## src/rtl/xcvr_pkg.sv

```systemverilog
package xcvr_pkg;
    typedef enum logic {
        STB_LOW  = 1'b0,
        STB_HIGH = 1'b1
    } strobe_state_e;
endpackage

```

## src/rtl/strobe_edge.sv

```systemverilog
module strobe_edge
    import xcvr_pkg::*;
(
    input  logic clk,
    input  logic rst_n,
    input  logic strobe,
    output logic fire
);
    strobe_state_e state_q, state_d;

    always_ff @(posedge clk) begin
        if (!rst_n) state_q <= STB_LOW;
        else        state_q <= state_d;
    end

    always_comb begin
        state_d = state_q;
        fire    = 1'b0;
        unique case (state_q)
            STB_LOW: begin
                if (strobe) begin
                    state_d = STB_HIGH;   // FIRE
                    fire    = 1'b1;
                end
            end
            STB_HIGH: begin
                if (!strobe) state_d = STB_LOW;  // ARM
            end
        endcase
    end

    // a single strobe edge loads at most once
    p_single_fire_r2: assert property (@(posedge clk) disable iff (!rst_n)
        fire |=> !fire);
endmodule

```

## src/rtl/xfer_lane.sv

```systemverilog
module xfer_lane #(
    parameter int W      = 8,
    parameter bit INVERT = 1'b0
) (
    input  logic         clk,
    input  logic         rst_n,
    input  logic         cap,
    input  logic [W-1:0] src,
    input  logic         pick,
    input  logic         en,
    output logic [W-1:0] out_d,
    output logic         out_oe
);
    localparam logic [W-1:0] FLIP = INVERT ? {W{1'b1}} : {W{1'b0}};

    logic [W-1:0] store_q;
    logic [W-1:0] chosen;

    always_ff @(posedge clk) begin
        if (!rst_n)   store_q <= '0;
        else if (cap) store_q <= src;
    end

    always_comb begin
        chosen = pick ? store_q : src;
    end

    always_ff @(posedge clk) begin
        if (!rst_n) begin
            out_d  <= '0;
            out_oe <= 1'b0;
        end else begin
            out_oe <= en;
            out_d  <= en ? (chosen ^ FLIP) : '0;
        end
    end

    // the register holds between captures
    p_hold_r2: assert property (@(posedge clk) disable iff (!rst_n)
        !cap |=> $stable(store_q));
    // a disabled direction drives no data
    p_isolate_r4: assert property (@(posedge clk) disable iff (!rst_n)
        !out_oe |-> (out_d == '0));
endmodule

```

## src/rtl/reg_xcvr.sv

```systemverilog
module reg_xcvr #(
    parameter int W      = 8,
    parameter bit INVERT = 1'b0
) (
    input  logic         clk,
    input  logic         rst_n,
    input  logic [W-1:0] a_in,
    output logic [W-1:0] a_out,
    output logic         a_oe,
    input  logic [W-1:0] b_in,
    output logic [W-1:0] b_out,
    output logic         b_oe,
    input  logic         cap_ab,
    input  logic         cap_ba,
    input  logic         to_b_en,
    input  logic         to_a_en_n,
    input  logic         pick_ab,
    input  logic         pick_ba
);
    localparam logic [W-1:0] FLIP = INVERT ? {W{1'b1}} : {W{1'b0}};

    logic fire_ab, fire_ba;

    strobe_edge u_edge_ab (.clk(clk), .rst_n(rst_n), .strobe(cap_ab), .fire(fire_ab));
    strobe_edge u_edge_ba (.clk(clk), .rst_n(rst_n), .strobe(cap_ba), .fire(fire_ba));

    xfer_lane #(.W(W), .INVERT(INVERT)) u_lane_ab (
        .clk(clk), .rst_n(rst_n), .cap(fire_ab), .src(a_in),
        .pick(pick_ab), .en(to_b_en), .out_d(b_out), .out_oe(b_oe)
    );

    xfer_lane #(.W(W), .INVERT(INVERT)) u_lane_ba (
        .clk(clk), .rst_n(rst_n), .cap(fire_ba), .src(b_in),
        .pick(pick_ba), .en(!to_a_en_n), .out_d(a_out), .out_oe(a_oe)
    );

    // enable polarities
    p_drive_b_r4: assert property (@(posedge clk) disable iff (!rst_n)
        to_b_en |=> b_oe);
    p_drive_a_r4: assert property (@(posedge clk) disable iff (!rst_n)
        !to_a_en_n |=> a_oe);
    // live path delivers the previous opposite-bus sample
    p_live_b_r5: assert property (@(posedge clk) disable iff (!rst_n)
        (to_b_en && !pick_ab) |=> (b_out == ($past(a_in) ^ FLIP)));
    p_live_a_r5: assert property (@(posedge clk) disable iff (!rst_n)
        (!to_a_en_n && !pick_ba) |=> (a_out == ($past(b_in) ^ FLIP)));
endmodule

```

## config.mk

```make
export PLATFORM = sky130hd
export DESIGN_NAME = reg_xcvr
export DESIGN_NICKNAME = d
export VERILOG_FILES = /design/src/rtl/xcvr_pkg.sv /design/src/rtl/strobe_edge.sv /design/src/rtl/xfer_lane.sv /design/src/rtl/reg_xcvr.sv
export SDC_FILE = /design/constraint.sdc
export NUM_CORES = 1
export LEC_CHECK = 0
export ABC_AREA = 1
export BUFFER_PORTS_ARGS = -buffer_cell sky130_fd_sc_hd__clkbuf_2
export CORE_MARGIN = 2
export CORE_UTILIZATION = 44
export DETAILED_ROUTE_END_ITERATION = 6
export HOLD_SLACK_MARGIN = 0.02
export PLACE_DENSITY = 0.73
export SYNTH_ARGS = -nofsm -noshare
export SYNTH_HDL_FRONTEND = slang
export SYNTH_SLANG_ARGS = --single-unit
```

## constraint.sdc

```tcl
create_clock -name clk -period 0.8 [get_ports clk]
set_clock_uncertainty 0.05 [all_clocks]
set_input_delay 0.08 -clock clk [delete_from_list [all_inputs] [get_ports clk]]
set_output_delay 0.08 -clock clk [all_outputs]
set_load 0.005 [all_outputs]
```

# After elaboration in Yosys (flattened, before gate mapping)

Cells that the tools add are included.

$add $sub $neg: 0
Bitwise gates (word level): 1
Shift-type cells: 0
Muxes and demuxes: 6
Equality and inequality tests: 0
$lt $le $gt $ge: 0
Divide/modulo/power cells: 0
Multipliers: 0
Reduce and logical (&&, ||, !) cells: 3

Operator list:

| operator            | count |
|---|---|
| two-way mux 8 bit   | 2 |
| two-way mux 1 bit   | 4 |
| AND reduction 2 bit | 1 |
| OR reduction 2 bit  | 1 |
| logical NOT 1 bit   | 1 |
| NOT 1 bit           | 1 |

Bits in latches: 0
Flip-flop bits (word level): 36
Memory bits (read-only): 0
Bits in writable memories: 0
Word-level logic and storage cells: 18
Memories: 0

# Longest topological paths before layout

Depth in word-level cells: 2
Mapped depth: 5

# Cells and area by module

Synthesis repeated with hierarchy kept, for this count alone.

Cell total of the unflattened synthesis: 153
Area total of the unflattened synthesis: 1237.4 µm²

By module, submodules not included:

| module      | times used | area an instance (µm²) | cells each |
|---|---|---|---|
| xfer_lane   | 2          | 579.3                  | 71 |
| strobe_edge | 2          | 37.5                   | 5 |
| reg_xcvr    | 1          | 3.8                    | 1 |

# Worst setup path before layout

Ideal clock, no wire load.

Path kind: reg-to-reg
From: reg u_edge_ab.state_q
To: reg u_lane_ab.store_q[6]
Clock period less this slack: 801 ps
Arrival: 638 ps
Stages on the path, launching flop included: 5
Slack: -1 ps
Required time: 637 ps
Cells stage by stage: dfxtp_1 inv_1 nand3_1 nand2_1 nor2_1

Longest elaborated chain between the ends: 1

Ends and longest elaborated chain:

| item                     | line              | source |
|---|---|---|
| start: declaration       | strobe_edge.sv:9  | `strobe_state_e state_q, state_d;` |
| start signal: assignment | strobe_edge.sv:13 | `else state_q <= state_d;` |
| two-way mux 1 bit        | strobe_edge.sv:19 | `unique case (state_q)` |
| end signal: assignment   | xfer_lane.sv:21   | `else if (cap) store_q <= src;` |
| end: declaration         | xfer_lane.sv:16   | `logic [W-1:0] store_q;` |

Every way passes these cells.
A chain may end at the register's enable or synchronous reset.

# Final worst setup path

From: reg u_lane_ab.out_d[4]
To: out b_out[4]

RTL lines:

| item                     | line            | source |
|---|---|---|
| start: declaration       | xfer_lane.sv:11 | `output logic [W-1:0] out_d,` |
| start signal: assignment | xfer_lane.sv:34 | `out_d <= en ? (chosen ^ FLIP) : '0;` |
| end: declaration         | reg_xcvr.sv:11  | `output logic [W-1:0] b_out,` |

No word-level cell between the ends.

==> results_dict.tcl <==
set metrics [dict create \
    viasPerCell 4.45 \
    ys_warn_count 0 \
    grt_first_pass_wirelength_microns 4920 \
    pin_count 42 \
    nNetsFinal 279 \
    cp_max_fo 1 \
    slowest_stage "dfxtp_2" \
    syn_inst 187 \
    grt_pass1_vias 1162 \
    drt-initial-drc-count 36 \
    rows 20 \
    slew_headroom_pct 81.5 \
    antenna_found_initial 0 \
    dp_slack_ps -26.8 \
    grt.overflow.total 0 \
    cts_root_buffer "clkbuf_4" \
    rsz0062_at_grt "yes" \
    drive_gt1_share_pct 29.4 \
    die_x_microns 60.0 \
    yosysSeqAreaShare_pct 52.2 \
    worst_ep_required_time_ps 670 \
    drv_cap 0 \
    crit_buf_inv 1 \
    drtAntennaViolNets 0 \
    worstMarginPinSlew_ps 277 \
    arrival_ps 770 \
    total_power_mw 3.49 \
    static-leakage-power_nw 1.00 \
    dieArea_sq_um 3600 \
    crit_family "flip-flops" \
    mappedNetlistArea_sq_um 1380 \
    cts_tree "built" \
    finalMaxSlewViolations 0 \
    drc_errors 0 \
    clk_path_buf_depth 2 \
    finalCritPeriodShare_pct 112 \
    yosys_register_bits 36 \
    drt-pass1-iter-count 4 \
    pwr_density_cell_nw_per_um2 1810 \
    num_vias 1332 \
    yosysTopAreaCellShare_pct 52.2 \
    cp-end-kind "primary output" \
    hold_path_class "in2reg" \
    post-dp-hpwl_microns 1980 \
    synth_flop_cell "dfxtp_1" \
    portBuffers 41 \
    synth.most_common_cell "nand2_1" \
    cp-start-kind "flip-flop" \
    die_h_microns 60.0 \
    synth_cell_types 11 \
    grt_max_degree 11 \
    synth_edf_count 0 \
    area_delta_synth_final_pct 39.7 \
    synth_top_cell_by_area "dfxtp_1" \
    period_minus_slack_ps 895 \
    ir_drop_uv 1100 \
    synth_common_cells "nand2_1 (50), dfxtp_1 (36), nor2_1 (32)" \
    grtUsageTotal_pct 18.8 \
    ys_async_sr_fraction_pct 0 \
    gp_congestion 0.801 \
    start_util_pct 45.6 \
    diodes 0 \
    cpPeakStageDelay_ps 330 \
    worst_slack_ps -95.4 \
    htree_levels 2 \
    synth_area_leaders "dfxtp_1 (52%), nand2_1 (14%), nor2_1 (8.7%)" \
    status "finished with violations" \
    finalWirelength_microns 3000 \
    clock_latency_ps 330 \
    clock.fmax_ghz 1.12 \
    syn_avg_cell_area_sq_um 7.38 \
    avgRoutedWirePerCell_microns 10.0 \
    numCtsBuffers 5 \
    critical_path.cell_chain "buf_6" \
    hold_viol 0 \
    core_sq_um 3030 \
    criticalPathCategory "reg2out" \
    setup_viol 34 \
    postSynthNetCount 211 \
    violations "setup timing" \
    numClockSinks 36 \
    clkTransAtPathRegs_ps 100 \
]
-- flip-flops by register name, indices dropped and copies added (netlist names) --
signal,flops
u_lane_ba.out_oe,1
u_edge_ab.state_q,1
u_lane_ba.out_d,8
u_edge_ba.state_q,1
u_lane_ab.out_d,8
u_lane_ab.store_q,8
u_lane_ab.out_oe,1
u_lane_ba.store_q,8
-- metal layers --
layer	routed length (microns)	vias to the layer above	track usage (%)	part of all wire (%)
met5	0	-	0	0
met4	55	0	7.62	1.8
met3	156	7	7.36	5.2
met2	1480	37	30.6	49
met1	1310	591	22.0	44
li1	-	697	-	-
-- metrics by stage --
stage | cells | instance area [sq um] | utilization (%) | TNS, ps | hold WS [ps]
2_1_floorplan | 187 | 1380 | - | 0 | 175
3_3_place_gp | 274 | 1650 | 54.3 | -8.28 | 282
3_5_place_dp | 274 | 1650 | 54.3 | -187 | 280
4_1_cts | 299 | 1900 | 62.9 | -1930 | 33.9
5_1_grt | 299 | 1930 | 63.7 | -3530 | 47.8
6_report | 299 | 1930 | 63.7 | -1730 | 53.3
-- layout by cell type, fill, tap and decap left out, drive strengths merged --
cell type,netlist,layout
nor2,34,34
nand3,16,16
dlygate4sd3,0,18
clkbuf,0,41
nand2,52,52
buf,6,15
inv,27,27
a21oi,16,16
dfxtp,36,36
-- area by class of cell --
class                   count  area, sq um
clock buffers               7         65.1
fillers                   263         1100
inverters                  27          106
multi-input cells         118          517
flip-flops and latches     36          733
well taps                  44         55.1
repair buffers             67          452
-- path summary, 6_finish.rpt --
check	from	depth (start not counted)	slack, ps	end
worst max-delay path	u_lane_ab.out_d[4]	1	-100	b_out[4]
worst min-delay path	cap_ab	4	50	u_lane_ab.store_q[3]
worst max register to register	u_edge_ab.state_q	3	-60	u_lane_ab.store_q[6]
worst min register to register	u_lane_ba.store_q[0]	2	410	u_lane_ba.out_d[0]
-- where the power goes --
| group | switching, mW | internal, mW | total [mW] |
|---|---|---|---|
| Clock | 0.540 | 0.498 | 1.04 |
| Sequential | 0.0504 | 1.89 | 1.94 |
| Combinational | 0.258 | 0.248 | 0.506 |
| Total | 0.849 | 2.64 | 3.49 |
-- worst min-delay path: cells and delay by family --
kind / cells / cell delay (ps)
AND/OR/NAND/NOR: 3 / 190
buffers and inverters: 1 / 130
-- what timing repair did --
item | in CTS | in global routing
resized for setup | 7 | 15
hold buffers | 18 | 0
pin swaps | 23 | 11
endpoints found under the hold margin | 34 | 0
setup endpoints to repair | 34 | 35
buffers inserted | 0 | 0
-- kinds of logic (layout without fill, tap and decap cells) --
kind of cell,after synthesis,after routing,share of synthesized area [%]
buffers and inverters,33,101,11.3
AOI/OAI and AO/OA,16,16,5.80
DFF,36,36,52.2
and+or+nand+nor,102,102,30.6
No activity file was read; power rests on OpenSTA's default activity.
